<file path="config.mk">
export PLATFORM = sky130hd
export DESIGN_NAME = dp_alu
export DESIGN_NICKNAME = d
export VERILOG_FILES = /design/src/rtl/dp_alu_pkg.sv /design/src/rtl/dp_alu_arith.sv /design/src/rtl/dp_alu_logic.sv /design/src/rtl/dp_alu_flags.sv /design/src/rtl/dp_flag_reg.sv /design/src/rtl/dp_alu.sv
export SDC_FILE = /design/constraint.sdc
export NUM_CORES = 1
export LEC_CHECK = 0
export ABC_AREA = 1
export BUFFER_PORTS_ARGS = -buffer_cell sky130_fd_sc_hd__buf_4
export CORE_ASPECT_RATIO = 2
export CORE_MARGIN = 3
export CORE_UTILIZATION = 50
export CTS_BUF_LIST = sky130_fd_sc_hd__clkbuf_8 sky130_fd_sc_hd__clkbuf_16
export CTS_CLUSTER_DIAMETER = 120
export DETAILED_ROUTE_END_ITERATION = 6
export PLACE_DENSITY_LB_ADDON = 0.2
export SLEW_MARGIN = 10
export SYNTH_ARGS = -nofsm -noshare
export SYNTH_HDL_FRONTEND = slang
export SYNTH_SLANG_ARGS = --single-unit
</file>
<file path="constraint.sdc">
create_clock -name clk_i -period 5.2 [get_ports clk_i]
set_input_delay 1.04 -clock clk_i [delete_from_list [all_inputs] [get_ports clk_i]]
set_output_delay 1.04 -clock clk_i [all_outputs]
set_load 0.03 [all_outputs]
</file>
<file path="src/rtl/dp_alu_pkg.sv">
package dp_alu_pkg;
  typedef enum logic [2:0] {
    OP_ADD = 3'd0,
    OP_ADC = 3'd1,
    OP_SUB = 3'd2,
    OP_SBC = 3'd3,
    OP_RSB = 3'd4,
    OP_RSC = 3'd5,
    OP_AND = 3'd6,
    OP_EOR = 3'd7
  } alu_op_e;

  typedef struct packed {
    logic n;
    logic z;
    logic c;
    logic v;
  } nzcv_t;

  function automatic logic is_logic_op(alu_op_e op);
    return (op == OP_AND) || (op == OP_EOR);
  endfunction
endpackage

</file>
<file path="src/rtl/dp_alu_arith.sv">
module dp_alu_arith
  import dp_alu_pkg::*;
#(
  parameter int W = 32
) (
  input  alu_op_e      op_i,
  input  logic [W-1:0] rn_i,
  input  logic [W-1:0] op2_i,
  input  logic         c_i,
  output logic [W-1:0] res_o,
  output logic         c_o,
  output logic         v_o
);
  logic         rev, sub, cin;
  logic [W-1:0] x, y;
  logic [W:0]   sum;

  always_comb begin
    rev = (op_i == OP_RSB) || (op_i == OP_RSC);
    sub = (op_i == OP_SUB) || (op_i == OP_SBC) || rev;
    unique case (op_i)
      OP_ADC:                cin = c_i;
      OP_SUB, OP_RSB:        cin = 1'b1;
      OP_SBC, OP_RSC:        cin = c_i;  // a + ~b + C == a - b - !C
      default:               cin = 1'b0;
    endcase
    x   = rev ? op2_i : rn_i;
    y   = rev ? rn_i : op2_i;
    if (sub) y = ~y;
    sum = {1'b0, x} + {1'b0, y} + {{W{1'b0}}, cin};
  end

  assign res_o = sum[W-1:0];
  assign c_o   = sum[W];  // carry out; for subtracts equals no-borrow
  assign v_o   = (x[W-1] == y[W-1]) && (sum[W-1] != x[W-1]);
endmodule

</file>
<file path="src/rtl/dp_alu_logic.sv">
module dp_alu_logic
  import dp_alu_pkg::*;
#(
  parameter int W = 32
) (
  input  alu_op_e      op_i,
  input  logic [W-1:0] rn_i,
  input  logic [W-1:0] op2_i,
  output logic [W-1:0] res_o
);
  assign res_o = (op_i == OP_AND) ? (rn_i & op2_i) : (rn_i ^ op2_i);
endmodule

</file>
<file path="src/rtl/dp_alu_flags.sv">
module dp_alu_flags
  import dp_alu_pkg::*;
#(
  parameter int W = 32
) (
  input  alu_op_e      op_i,
  input  logic         set_flags_i,
  input  logic         dst_pc_i,
  input  logic         has_saved_i,
  input  nzcv_t        cur_i,
  input  logic [W-1:0] res_i,
  input  logic         arith_c_i,
  input  logic         arith_v_i,
  input  logic         shift_carry_i,
  output nzcv_t        next_o,
  output logic         restore_o
);
  logic logic_op;

  always_comb begin
    logic_op  = is_logic_op(op_i);
    restore_o = set_flags_i && dst_pc_i && has_saved_i;
    next_o    = cur_i;
    if (set_flags_i && !restore_o) begin
      next_o.n = res_i[W-1];
      next_o.z = ~|res_i;
      next_o.c = logic_op ? shift_carry_i : arith_c_i;
      next_o.v = logic_op ? cur_i.v : arith_v_i;
    end
  end
endmodule

</file>
<file path="src/rtl/dp_flag_reg.sv">
module dp_flag_reg
  import dp_alu_pkg::*;
(
  input  logic  clk_i,
  input  logic  rst_ni,
  input  logic  valid_i,
  input  nzcv_t d_i,
  output nzcv_t q_o
);
  always_ff @(posedge clk_i or negedge rst_ni) begin
    if (!rst_ni)      q_o <= '0;
    else if (valid_i) q_o <= d_i;
  end

  a_r11_hold: assert property (@(posedge clk_i) disable iff (!rst_ni)
    !valid_i |=> $stable(q_o));
  a_r11_load: assert property (@(posedge clk_i) disable iff (!rst_ni)
    valid_i |=> (q_o == $past(d_i)));
endmodule

</file>
<file path="src/rtl/dp_alu.sv">
module dp_alu
  import dp_alu_pkg::*;
#(
  parameter int W = 32
) (
  input  logic         clk_i,
  input  logic         rst_ni,
  input  logic         valid_i,
  input  logic [2:0]   op_i,
  input  logic         set_flags_i,
  input  logic         dst_pc_i,
  input  logic         has_saved_i,
  input  logic [W-1:0] rn_i,
  input  logic [W-1:0] op2_i,
  input  logic         shift_carry_i,
  output logic [W-1:0] result_o,
  output logic [3:0]   next_flags_o,
  output logic         restore_o,
  output logic [3:0]   flags_o
);
  alu_op_e      op;
  nzcv_t        cur, nxt;
  logic [W-1:0] arith_res, logic_res;
  logic         arith_c, arith_v;

  assign op = alu_op_e'(op_i);

  dp_alu_arith #(.W(W)) u_arith (
    .op_i (op), .rn_i (rn_i), .op2_i (op2_i), .c_i (cur.c),
    .res_o(arith_res), .c_o (arith_c), .v_o (arith_v)
  );

  dp_alu_logic #(.W(W)) u_logic (
    .op_i (op), .rn_i (rn_i), .op2_i (op2_i), .res_o (logic_res)
  );

  assign result_o = is_logic_op(op) ? logic_res : arith_res;

  dp_alu_flags #(.W(W)) u_flags (
    .op_i         (op),
    .set_flags_i  (set_flags_i),
    .dst_pc_i     (dst_pc_i),
    .has_saved_i  (has_saved_i),
    .cur_i        (cur),
    .res_i        (result_o),
    .arith_c_i    (arith_c),
    .arith_v_i    (arith_v),
    .shift_carry_i(shift_carry_i),
    .next_o       (nxt),
    .restore_o    (restore_o)
  );

  dp_flag_reg u_reg (
    .clk_i (clk_i), .rst_ni (rst_ni), .valid_i (valid_i), .d_i (nxt), .q_o (cur)
  );

  assign next_flags_o = nxt;
  assign flags_o      = cur;

  a_r9_no_set_keeps: assert property (@(posedge clk_i) disable iff (!rst_ni)
    !set_flags_i |-> (next_flags_o == flags_o));
  a_r10_restore_keeps: assert property (@(posedge clk_i) disable iff (!rst_ni)
    restore_o |-> (next_flags_o == flags_o));
  a_r10_restore_cond: assert property (@(posedge clk_i) disable iff (!rst_ni)
    restore_o |-> (set_flags_i && dst_pc_i && has_saved_i));
  a_r4_zero_flag: assert property (@(posedge clk_i) disable iff (!rst_ni)
    (set_flags_i && !restore_o) |-> (next_flags_o[2] == (result_o == '0)));
  a_r8_logic_v_kept: assert property (@(posedge clk_i) disable iff (!rst_ni)
    (set_flags_i && !restore_o && op_i[2] && op_i[1]) |-> (next_flags_o[0] == flags_o[0]));
endmodule

</file>
Yosys cells after proc, flatten, opt, wreduce, memory -nomap -nowiden
Cells that the tools add are included.
Widths: inputs -> output; s select.

word-level totals
  register bits after elaboration = 4
  latch bits = 0
  memory bits (writable) = 0
  ROM bits = 0
  input bits = 74
  output and inout port bits = 41
  word-level logic and storage cells = 40
  memories kept = 0

cells by class
  $add $sub $neg = 2
  multiply operators = 0
  divide/modulo/power cells = 0
  magnitude comparators = 0
  equal/unequal tests = 9
  shift-type cells = 0
  multiplexer cells = 9
  bitwise operators = 3
  reduce and logical (&&, ||, !) cells = 13

operators by type and width
  cell                count
  $mux 32             5
  $add 32x32->33      1
  $add 33x1->33       1
  $and 32x32->32      1
  $not 32->32         1
  $reduce_or 32->1    1
  $xor 32x32->32      1
  $eq 3x3->1 const B  4
  $eq 3x2->1 const B  2
  $logic_and 1x1->1   4
  $logic_or 1x1->1    4
  $mux 4              1
  $eq 3x1->1 const B  1
  $reduce_or 3->1     1
  $logic_not 1->1     2
  $mux 1              2
  $pmux 1 s2          1
  $reduce_or 2->1     1
  $eq 1x1->1          1
  $ne 1x1->1          1

Longest topological paths before layout
Gate-level depths: netlist of run 1.

  depth after elaboration = 11
  gate-level depth with buffers = 30

Modules after synthesis
Synthesis of run 1 repeated with hierarchy kept, for this count alone.

unflattened totals
  cells, all modules = 964
  area, all modules = 5223.8 µm²

by module, submodules not included
  module        instances  cells an instance  area each (µm²)  seq. area each (µm²)
  dp_alu_arith  1          649                3350.7           0.0
  dp_alu_logic  1          144                958.4            0.0
  dp_alu        1          108                566.8            0.0
  dp_alu_flags  1          46                 198.9            0.0
  dp_flag_reg   1          17                 148.9            100.1

Worst setup path before layout of run 1
No wires, ideal clock.

  kind = input-to-output
  from = input port op_i[1]
  to = output port next_flags_o[2]
  arrival time = 4.733 ns
  data required time = 4.160 ns
  slack = -0.573 ns
  stages on the path = 25
  buffers on the path = 3
  path through = buf_2 -> nor3_1 -> inv_1 -> nand2_2 -> clkbuf_1 -> clkbuf_1 -> nand2_1 -> o21ai_0 -> fa_1 -> inv_1 -> fa_1 -> nand2_1 -> nand2_2 -> nand3_1 -> nand2_1 -> nand2_1 -> nand2_2 -> nand2_1 -> inv_1 -> o21ai_0 -> nor2_1 -> nand2_1 -> nor2_1 -> nand3_1 -> nand2_2

between the ends
  longest elaborated chain between the ends = 11

RTL lines
  item                  RTL line                                source
  start, declared       dp_alu.sv:9                             input logic [2:0] op_i,
  $eq 3x3->1            dp_alu_arith.sv:19, dp_alu_arith.sv:21
  $logic_or 1x1->1      dp_alu_arith.sv:19                      rev = (op_i == OP_RSB) || (op_i == OP_RSC);
  $mux 32               dp_alu_arith.sv:28                      y = rev ? rn_i : op2_i;
  $not 32->32           dp_alu_arith.sv:29                      if (sub) y = ~y;
  $mux 32               dp_alu_arith.sv:29
  $add 32x32->33        dp_alu_arith.sv:30                      sum = {1'b0, x} + {1'b0, y} + {{W{1'b0}}, cin};
  $add 33x1->33         dp_alu_arith.sv:30
  $mux 32 (*)           dp_alu.sv:37                            assign result_o = is_logic_op(op) ? logic_res : arith_res;
  via result_o[10]      dp_alu.sv:16                            output logic [W-1:0] result_o,
  $reduce_or 32->1 (*)  dp_alu_flags.sv:26                      next_o.z = ~|res_i;
  $logic_not 1->1 (*)   dp_alu_flags.sv:26
  $mux 4 (*)            dp_alu_flags.sv:24                      if (set_flags_i && !restore_o) begin
  end, declared         dp_alu.sv:17                            output logic [3:0] next_flags_o,

The timed path passes the listed nets; every way through them passes the cells marked *.

Worst setup path after layout of run 1
  from = input port op_i[2]
  to = output port next_flags_o[2]

between the ends
  longest elaborated chain between the ends = 11

RTL lines
  item                  RTL line
  $eq 3x3->1            dp_alu_arith.sv:19, dp_alu_arith.sv:21
  $logic_or 1x1->1      dp_alu_arith.sv:19
  $mux 32               dp_alu_arith.sv:28
  $not 32->32           dp_alu_arith.sv:29
  $mux 32               dp_alu_arith.sv:29
  $add 32x32->33        dp_alu_arith.sv:30
  $add 33x1->33         dp_alu_arith.sv:30
  $mux 32 (*)           dp_alu.sv:37
  $reduce_or 32->1 (*)  dp_alu_flags.sv:26
  $logic_not 1->1 (*)   dp_alu_flags.sv:26
  $mux 4 (*)            dp_alu_flags.sv:24

Mark *: on every way between the ends. The rest lies on a longest branch, timed or not.

==> impl_metrics.tcl, run 1 <==
set metrics [dict create \
    result_of_the_run "finished with violations" \
    violations "negative setup slack" \
    via_per_inst 5.460 \
    worst-path-buf-inv 9 \
    total_leakage_power_nw 4.431 \
    ios 115 \
    die_width_um 77.41 \
    use_met2_pct 65.25 \
    critical_path_depth 27 \
    unrepaired_setup_endpoints_after_global_routing "true" \
    sw_frac_of_total_pct 55.45 \
    post_synth.cell_area_avg_um2 5.099 \
    dpl_cell_area_um2 6900 \
    postSynthCellCount 1000 \
    number_of_antenna_violations_at_the_first_check_in_global_routing 0 \
    clock-root-buffer "clkbuf_16" \
    wl_per_cell_um 15.84 \
    critPathLaunchType "primary input" \
    drtIter0Drc 460 \
    synth-warning-count 0 \
    hold_class "reg -> reg" \
    clock-skew-final_ns 0.002414 \
    synthArstFlopShare_pct 100.0 \
    irDropWorstVdd_uv 331.7 \
    cp.arrival_ns 4.35 \
    postSynthRegisterBits 4 \
    grt_util_met3_pct 2.842 \
    dpl_worst_slack_ns -0.3359 \
    final_antenna_net_count 0 \
    cts_tree "done" \
    clkTransAtPathRegs_ns 0.03 \
    worst_setup_path_end_kind "output port" \
    stdcell_area_um2 7791 \
    area_delta_synth_final_pct 52.81 \
    routed_wirelength_um 21620 \
    final_min_period_over_clock_period_pct 103.6 \
    die_area_um2 11520 \
    clock_power_share_pct 5.2 \
    cellPowerDensity_nw_per_um2 312.0 \
    drcViolationCount 0 \
    number_of_enable_type_register_cells_in_the_synthesized_netlist 0 \
    hold_start "u_reg.q_o[2]$_DFFE_PN0P_" \
    critical_path.slowest_cell "ha_2" \
    globalplace.congestion 1.004 \
    grtUsageMet1_pct 28.88 \
    cell_internal_pwr_mw 1.083 \
    fp.dieH_um 148.8 \
    timing.max_slew.rel_slack_pct 61.11 \
    p_sw_mw 1.348 \
    grt_pass1_wl_um 30660 \
    core_area_um2 9827 \
    first_global_vias 6917 \
    maxCapViolCount 0 \
    timing_max_transition_violations_final 0 \
    mappedNetlistArea_um2 5099 \
    setup.worst_path.class "in -> out" \
    place.detailed.hpwl_um 16250 \
    portBuffers 114 \
    synthTopCellsByArea "nand2_1, ha_1, inv_1" \
    clock_h_tree_levels 1 \
    final_period_minus_worst_setup_slack_ns 5.386 \
    flip_flop_count_of_the_largest_register_all_copies_and_words_added 4 \
    finalSetupTns_ns -0.2494 \
    total_power_mw 2.431 \
    num_antenna_cells 0 \
    post-synth-top-area-fraction_pct 26.50 \
    maximum_number_of_pins_on_one_net_before_global_route_repair 35 \
    r2r.worst_path.cells 21 \
    regMostFlops "u_reg.q_o" \
    share_seq_of_total_power_pct 1.7 \
    maxClockFrequency_mhz 185.7 \
    critical-path-top-delay-family "simple AND/OR/NAND/NOR gates" \
    setup_violations 3 \
    detailroute.via_count 7453 \
    detailedRoute.firstPassIterationCount 6 \
    power.share.combinational_pct 93.0 \
    crit_path_max_fanout 8 \
    global_route.peak_usage_layer "met2" \
    hold-path-cell-count 2 \
    cts_num_sinks 4 \
    track_usage_pct 32.83 \
    netlist-cell-type-count 35 \
    layout-drive-gt1-share_pct 32.68 \
    finalHoldViolations 0 \
    timing.rr.start "u_reg.q_o[1]$_DFFE_PN0P_" \
    clock_tree.buffer_depth 2 \
    top_regs "u_reg.q_o (4)" \
    cpPeakStageDelay_ns 0.40 \
    synth.largest_area_cell "nand2_1" \
    globalRoute.totalOverflow 0 \
    post-route-worst-setup-slack_ns -0.1861 \
    insertion_delay_ns 0.23 \
    synth_ff_type "dfrtp_1" \
    post_cts_hold_buffer_count 0 \
    cts_bufs_inserted 3 \
    post_synthesis_net_count 1139 \
    critical_path_required_ns 4.16 \
    tightestPinTransition_ns 0.5825 \
    number_of_nets_in_the_layout 1374 \
    utilization_pct 79.28 \
    floorplan.initialDensity_pct 51.88 \
    worst_setup_path_startpoint "op_i[2]" \
    floorplan.rows 51 \
    synth_seq_area_share_pct 1.963 \
]
power groups by stage:
stage          combinational (mW)  sequential, mW  clock [mW]
2_1_floorplan                1.11          0.0491           0
3_3_place_gp                 1.93          0.0413           0
3_5_place_dp                 1.94          0.0413           0
4_1_cts                      1.97          0.0414       0.123
5_1_grt                      2.44          0.0422       0.132
6_report                     2.26          0.0419       0.127
kinds of logic after synthesis:
logic type | Yosys count | share of synthesized area (%)
compound gates | 146 | 15.51
mux | 1 | 0.1963
simple gates | 539 | 43.93
fa+ha+maj | 65 | 16.25
flops | 4 | 1.963
buf+inv | 210 | 16.15
xor+xnor | 35 | 6.012
final cells by class:
| class | instances | area [um2] |
|---|---|---|
| Fill cell | 798 | 2036 |
| Timing Repair Buffer | 260 | 2111 |
| Clock buffer | 3 | 75.07 |
| Multi-Input combinational cell | 786 | 4657 |
| Inverter | 180 | 683.2 |
| Sequential cell | 4 | 100.1 |
| Tap cell | 132 | 165.2 |
routing by layer:
metal / routed length (um) / up-vias
met5: 0 / -
met4: 2148 / 0
met3: 943 / 147
met2: 11730 / 334
met1: 6795 / 3369
li1: - / 3603
through the flow:
stage / hold WS (ns) / instances
after global placement: 0.4911 / 1333
after global routing: 0.5818 / 1365
final: 0.5699 / 1365
after CTS: 0.5110 / 1338
after floorplan: 0.5397 / 1000
after detailed placement: 0.5025 / 1333
Yosys cell counts, types with 2 or more instances:
cell and instances:
nand2_1 360, inv_1 176, o21ai_0 90, nand3_1 82, ha_1 63, nor2_1 60
xor2_1 35, a21oi_1 29, clkbuf_1 12, o21a_1 11, buf_2 10, nand4_1 9
nor3_1 8, o21bai_1 7, buf_4 4, dfrtp_1 4, inv_2 4, nand2_2 4
nor2_2 4, a21o_1 3, buf_1 3, nand3b_1 3, nor3_2 3, o21ai_1 3
and2_1 2, fa_1 2
placed cells by master, fill, tap and decap left out, types with 23 or more instances in the layout:
master,n
nand2_2,45
nand2_1,317
nor2_1,38
buf_4,242
nor2_2,23
xor2_1,31
o21ai_0,84
nand3_1,69
ha_1,55
inv_1,167
timing repair:
item,CTS,global route
buffers inserted,2,26
cloned,0,1
resized for setup,15,149
endpoints found under the setup margin,5,17
pin swaps,3,61
final timing paths:
check,end,slack (ns)
worst min-delay path,u_reg.q_o[2]$_DFFE_PN0P_,0.57
worst max-delay path,next_flags_o[2],-0.19
max in group asynchronous,u_reg.q_o[3]$_DFFE_PN0P_,4.50
worst max register to register,u_reg.q_o[2]$_DFFE_PN0P_,2.09
worst min register to register,u_reg.q_o[2]$_DFFE_PN0P_,0.57
min in group asynchronous,u_reg.q_o[0]$_DFFE_PN0P_,0.60
tightest hold or removal path: stages (launching register included):
cell     delay [ns]
dfrtp_1        0.39
nand2_1        0.08
nand2_1        0.06
Power figures use the tool's default switching activity.
==> run 2, diff against run 1 <==
- ABC_AREA: 1 -> unset
==> impl_metrics.tcl, run 2 <==
set metrics [dict create \
    result_of_the_run "finished with violations" \
    violations "negative setup slack" \
    irDropWorstVdd_uv 194.3 \
    final_cell_mix "buf_4, nand2_1, o21ai_0" \
    critPathLaunchType "primary input" \
    ordered_cell_list_for_the_critical_path "buf_4, nor2b_4, buf_6, buf_12, buf_12, mux2_2, ha_2, buf_4, nand2_1, nor4_2, nand2_1, a31oi_4, buf_4, a31o_2, nor3_4, a2111oi_4, nand4_1, buf_4, o41ai_4, buf_4" \
    core_area_um2 9763 \
    maximum_number_of_pins_on_one_net_before_global_route_repair 35 \
    num_antenna_cells 0 \
    crit_path_most_repeated_cell "buf_4" \
    synth_common_cells "nand2_1, o21ai_0, ha_1" \
    crit_path_max_fanout 4 \
    timing.rr.start "u_reg.q_o[1]$_DFFE_PN0P_" \
    drtIter0Drc 305 \
    top_regs "u_reg.q_o (4)" \
    power.share.combinational_pct 91.7 \
    portBuffers 114 \
    clock_power_share_pct 6.1 \
    worstSetupEndpoint "next_flags_o[2]" \
    cp.arrival_ns 4.94 \
    number_of_antenna_violations_at_the_first_check_in_global_routing 0 \
    first_global_vias 7611 \
    cellPowerDensity_nw_per_um2 240.5 \
    share_seq_of_total_power_pct 2.2 \
    finalHoldViolations 0 \
    floorplan.rows 51 \
    post_cts_hold_buffer_count 0 \
    unrepaired_setup_endpoints_after_global_routing "true" \
    postSynthRegisterBits 4 \
    die_width_um 76.61 \
    wl_per_cell_um 20.39 \
    timing_max_transition_violations_final 0 \
    globalRoute.totalOverflow 0 \
    ios 115 \
    total_leakage_power_nw 4.148 \
    mappedNetlistArea_um2 4986 \
    final_common_cell "buf_4" \
    r2r_setup_slack_ns 1.27 \
    maxCapViolCount 0 \
    worst_setup_path_startpoint "op_i[1]" \
    p_sw_mw 1.006 \
    via_per_inst 6.168 \
    timing.max_slew.rel_slack_pct 56.90 \
    track_usage_pct 39.76 \
    synth_ff_type "dfrtp_1" \
    routed_wirelength_um 23530 \
    final_period_minus_worst_setup_slack_ns 5.982 \
    insertion_delay_ns 0.23 \
    postSynthCellCount 713 \
    synth-warning-count 0 \
    synth_seq_area_share_pct 2.008 \
    critical_path_required_ns 4.16 \
    synthArstFlopShare_pct 100.0 \
    layout-drive-gt1-share_pct 46.18 \
    worst_setup_path_end_kind "output port" \
    hold_class "reg -> reg" \
    setup_violations 8 \
    floorplan.initialDensity_pct 51.07 \
    globalplace.congestion 1.001 \
    detailroute.via_count 7118 \
    number_of_enable_type_register_cells_in_the_synthesized_netlist 0 \
    netlist-cell-type-count 69 \
    clock_h_tree_levels 1 \
    dpl_cell_area_um2 7561 \
    clock-skew-final_ns 0.003393 \
    cts_bufs_inserted 3 \
    post_synthesis_net_count 852 \
    hold_ws_ns 0.5373 \
    area_delta_synth_final_pct 68.56 \
    cts_num_sinks 4 \
    place.detailed.hpwl_um 18260 \
    maxClockFrequency_mhz 167.2 \
    number_of_nets_in_the_layout 1163 \
    cpPeakStageDelay_ns 0.41 \
    tightestPinTransition_ns 0.6416 \
    cell_internal_pwr_mw 1.015 \
    r2r.worst_path.cells 17 \
    setup.worst_path.class "in -> out" \
    flip_flop_count_of_the_largest_register_all_copies_and_words_added 4 \
    clock_tree.buffer_depth 2 \
    sw_frac_of_total_pct 49.75 \
    final_min_period_over_clock_period_pct 115.0 \
    post_synth.cell_area_avg_um2 6.993 \
    drcViolationCount 0 \
    synthTopCellsByArea "ha_1, mux2i_1, xnor2_1" \
    clock-root-buffer "clkbuf_16" \
    grt_pass1_wl_um 36080 \
    post-route-worst-setup-slack_ns -0.7824 \
    fp.dieH_um 147.2 \
    numPlacedInstances 1126 \
    fin_cells 1154 \
    synth.largest_area_cell "ha_1" \
    stdcell_area_um2 8404 \
    final_antenna_net_count 0 \
    detailedRoute.firstPassIterationCount 5 \
    regMostFlops "u_reg.q_o" \
    cts_tree "done" \
    clkTransAtPathRegs_ns 0.03 \
    die_area_um2 11280 \
    critical_path.slowest_cell "a2111oi_4" \
    regToRegEndpoint "u_reg.q_o[2]$_DFFE_PN0P_" \
    yosys.cell_count.top_type "nand2_1" \
    post-synth-top-area-fraction_pct 15.81 \
]
==> run 2: cell count changes in the layout (fill, tap and decap cells not counted), moves of 32 or more <==
cell     previous run  this run
inv_1             167        41
mux2_2              0        32
buf_4             242       331
xnor2_1             0        43
mux2i_1             1        55
nand2_2            45         0
nand2_1           317       101
nand3_1            69         4
==> run 2: how the worst min path moves through the flow <==
stage | startpoint | to | slack [ns] | cells past startpoint
global placement | u_reg.q_o[3]$_DFFE_PN0P_ | u_reg.q_o[3]$_DFFE_PN0P_ | 0.49 | 2
detailed placement | u_reg.q_o[0]$_DFFE_PN0P_ | u_reg.q_o[0]$_DFFE_PN0P_ | 0.53 | 1
global route | u_reg.q_o[3]$_DFFE_PN0P_ | u_reg.q_o[3]$_DFFE_PN0P_ | 0.57 | 2
CTS | u_reg.q_o[3]$_DFFE_PN0P_ | u_reg.q_o[3]$_DFFE_PN0P_ | 0.54 | 2
finish | u_reg.q_o[3]$_DFFE_PN0P_ | u_reg.q_o[3]$_DFFE_PN0P_ | 0.54 | 2
floorplan | u_reg.q_o[1]$_DFFE_PN0P_ | u_reg.q_o[1]$_DFFE_PN0P_ | 0.49 | 2
==> run 2: layer usage <==
layer | global-route usage, % | vias up | part of all wire (%)
met3 | 3.374 | 187 | 3.9
met5 | 0 | - | 0
met1 | 33.32 | 3338 | 31
li1 | - | 3230 | -
met4 | 37.02 | 0 | 12
met2 | 78.66 | 363 | 54
==> run 2: repair_timing <==
action,CTS,global route
buffers inserted,21,3
cloned,2,0
setup endpoints to repair,18,21
pin swaps,28,11
gates resized for setup,72,34
==> run 2: cell type report <==
type                       count  area [um2]
sequential                     4       100.1
multi-input combinational    621        5112
fill                         585        1359
tap                          132       165.2
clock buffer                   3       75.07
timing repair buffer         351        2790
inverter                      43       161.4
==> run 2: cell families (layout without fill, tap and decap cells) <==
group           Yosys count  after routing  share of synthesized area [%]
compound gates          212            212                          27.43
fa+ha+maj                65             65                          16.61
mux                      92             92                          19.30
xor+xnor                 52             52                          9.134
simple gates            200            200                          18.62
buf+inv                  88            397                          6.901
flops                     4              4                          2.008
==> run 2: power groups by stage <==
| stage | registers (mW) | clock network (mW) | logic (mW) |
|---|---|---|---|
| floorplan | 0.0522 | 0 | 0.843 |
| global placement | 0.0431 | 0 | 1.59 |
| detailed placement | 0.0436 | 0 | 1.63 |
| CTS | 0.0436 | 0.123 | 1.76 |
| global route | 0.0450 | 0.124 | 1.95 |
| finish | 0.0436 | 0.123 | 1.85 |
==> run 2: metrics by stage <==
stage	worst slack (ns)	TNS [ns]	power, mW	utilization [%]
floorplan	-0.8005	-1.076	0.8957	-
global placement	-1.098	-2.335	1.635	77.44
detailed placement	-1.116	-3.503	1.673	77.44
CTS	-0.7713	-1.668	1.929	84.10
global route	-0.9134	-3.071	2.120	86.08
finish	-0.7824	-1.583	2.021	86.08
==> run 2: critical path: cells and delay by family <==
family / cells / cell delay [ns]
AND/OR/NAND/NOR: 6 / 0.99
AO/OA/AOI/OAI: 4 / 1.05
multiplexers: 1 / 0.32
buffers and inverters: 8 / 1.16
adder cells (fa/ha/maj): 1 / 0.38
==> run 3, diff against run 2 <==
- GPL_TIMING_DRIVEN: unset -> 0
==> impl_metrics.tcl, run 3 (same netlist as run 2, synthesis figures left out) <==
set metrics [dict create \
    critPathLaunchType "primary input" \
    track_usage_pct 35.07 \
    wl_per_cell_um 22.19 \
    hold_ws_ns 0.5299 \
    p_sw_mw 0.9351 \
    portBuffers 113 \
    first_global_vias 6351 \
    drcViolationCount 2 \
    detailroute.via_count 6518 \
    irDropWorstVdd_uv 186.2 \
    floorplan.rows 51 \
    final_antenna_net_count 0 \
    final_cell_mix "buf_4, nand2_1, o21ai_0" \
    maximum_number_of_pins_on_one_net_before_global_route_repair 15 \
    clkTransAtPathRegs_ns 0.03 \
    routedLengthMet1_um 7315 \
    post-route-worst-setup-slack_ns -0.8328 \
    regMostFlops "u_reg.q_o" \
    hold_class "reg -> reg" \
    result_of_the_run "finished with violations" \
    number_of_nets_in_the_layout 1017 \
    num_antenna_cells 0 \
    cts_bufs_inserted 3 \
    timing.max_slew.rel_slack_pct 47.18 \
    detailedRoute.firstPassIterationCount 7 \
    maxClockFrequency_mhz 165.8 \
    cts_tree "done" \
    routed_wirelength_um 22370 \
    area_delta_synth_final_pct 49.23 \
    insertion_delay_ns 0.23 \
    globalplace.congestion 0.9496 \
    unrepaired_setup_endpoints_after_global_routing "true" \
    critical_path_required_ns 4.16 \
    setup_violations 7 \
    clock_power_share_pct 7.1 \
    number_of_antenna_violations_at_the_first_check_in_global_routing 0 \
    worst_setup_path_end_kind "output port" \
    place.detailed.hpwl_um 16720 \
    final_min_period_over_clock_period_pct 116.0 \
    clock_tree.buffer_depth 2 \
    fin_cells 1008 \
    detailroute.wirelength.met3_um 1226 \
    finalHoldViolations 0 \
    final_period_minus_worst_setup_slack_ns 6.033 \
    ios 115 \
    clock-root-buffer "clkbuf_16" \
    drtIter0Drc 532 \
    globalRoute.totalOverflow 0 \
    share_seq_of_total_power_pct 2.5 \
    cellPowerDensity_nw_per_um2 234.1 \
    flip_flop_count_of_the_largest_register_all_copies_and_words_added 4 \
    floorplan.initialDensity_pct 51.07 \
    route.met2.wl_um 12060 \
    fp.dieH_um 147.2 \
    fillers 713 \
    setup.worst_path.class "in -> out" \
    maxCapViolCount 0 \
    final_common_cell "buf_4" \
    die_area_um2 11280 \
    clock-skew-final_ns 0.003206 \
    cts_num_sinks 4 \
    grt_pass1_wl_um 31520 \
    total_leakage_power_nw 3.467 \
    top_regs "u_reg.q_o (4)" \
    cell_internal_pwr_mw 0.8064 \
    sw_frac_of_total_pct 53.70 \
    violations "design-rule violations, negative setup slack" \
    via_per_inst 6.466 \
    numPlacedInstances 958 \
    layout-drive-gt1-share_pct 37.44 \
    tightestPinTransition_ns 0.7923 \
    power.share.combinational_pct 90.4 \
    crit_path_max_fanout 6 \
    timing_max_transition_violations_final 0 \
    dr.max_layer_used "met4" \
    clock_h_tree_levels 1 \
    cp.arrival_ns 4.99 \
    die_width_um 76.61 \
    core_area_um2 9763 \
]
## run 3: worst paths after layout
path,startpoint,to,slack (ns),depth (start not counted)
hold / removal,u_reg.q_o[2]$_DFFE_PN0P_,u_reg.q_o[2]$_DFFE_PN0P_,0.53,2
setup / recovery,op_i[0],next_flags_o[2],-0.83,17
max in group asynchronous,rst_ni,u_reg.q_o[0]$_DFFE_PN0P_,4.50,1
setup reg to reg,u_reg.q_o[1]$_DFFE_PN0P_,u_reg.q_o[2]$_DFFE_PN0P_,1.12,19
hold reg to reg,u_reg.q_o[2]$_DFFE_PN0P_,u_reg.q_o[2]$_DFFE_PN0P_,0.53,2
min in group asynchronous,rst_ni,u_reg.q_o[2]$_DFFE_PN0P_,0.60,1
## run 3: timing repair
item | in CTS | in global routing
gates resized for setup | 89 | 102
endpoints found under the setup margin | 32 | 23
setup buffers | 20 | 41
pin swaps | 16 | 34
cloned | 1 | 0
hold buffers | 0 | 0
## run 3: layout make-up
cell class	instances	area (um2)	share of cell area (%)
sequential	4	100.1	1.345
timing repair buffer	174	1413	18.98
clock buffer	3	75.07	1.009
tap	132	165.2	2.220
multi-input combinational	621	5194	69.80
buffer	31	332.8	4.473
inverter	43	161.4	2.169
## run 3: worst max-delay path: stages
cell      delay [ns]
buf_4           0.15
buf_12          0.14
buf_16          0.13
o31ai_4         0.24
fa_2            0.26
inv_2           0.04
fa_2            0.33
a21o_1          0.21
a2111o_1        0.39
o211a_4         0.16
nand4b_1        0.22
nor4_4          0.23
or3b_1          0.42
and4bb_2        0.36
nand4_1         0.21
o41ai_4         0.28
buf_6           0.18
## run 3: routing by layer
metal	GRT usage [%]	vias to the layer above
li1	-	2922
met3	2.699	144
met1	32.65	3064
met2	70.19	388
met4	23.50	0
met5	0	-
## run 3: power groups by stage
stage,logic [mW],clock network (mW),registers [mW]
2_1_floorplan,0.843,0,0.0522
3_3_place_gp,1.24,0,0.0432
3_5_place_dp,1.26,0,0.0440
4_1_cts,1.36,0.123,0.0438
5_1_grt,1.66,0.124,0.0451
6_report,1.57,0.124,0.0443
## run 3: metrics by stage
stage / power, mW / setup TNS, ns / utilization, % / setup WS (ns) / instance area [um2]
3_5_place_dp: 1.303 / -17.55 / 63.09 / -1.834 / 6160
5_1_grt: 1.826 / -2.873 / 76.21 / -0.9736 / 7441
6_report: 1.742 / -1.889 / 76.21 / -0.8328 / 7441
3_3_place_gp: 1.280 / -17.11 / 63.09 / -1.853 / 6160
4_1_cts: 1.522 / -1.599 / 68.90 / -0.8237 / 6726
2_1_floorplan: 0.8957 / -1.076 / - / -0.8005 / 5146
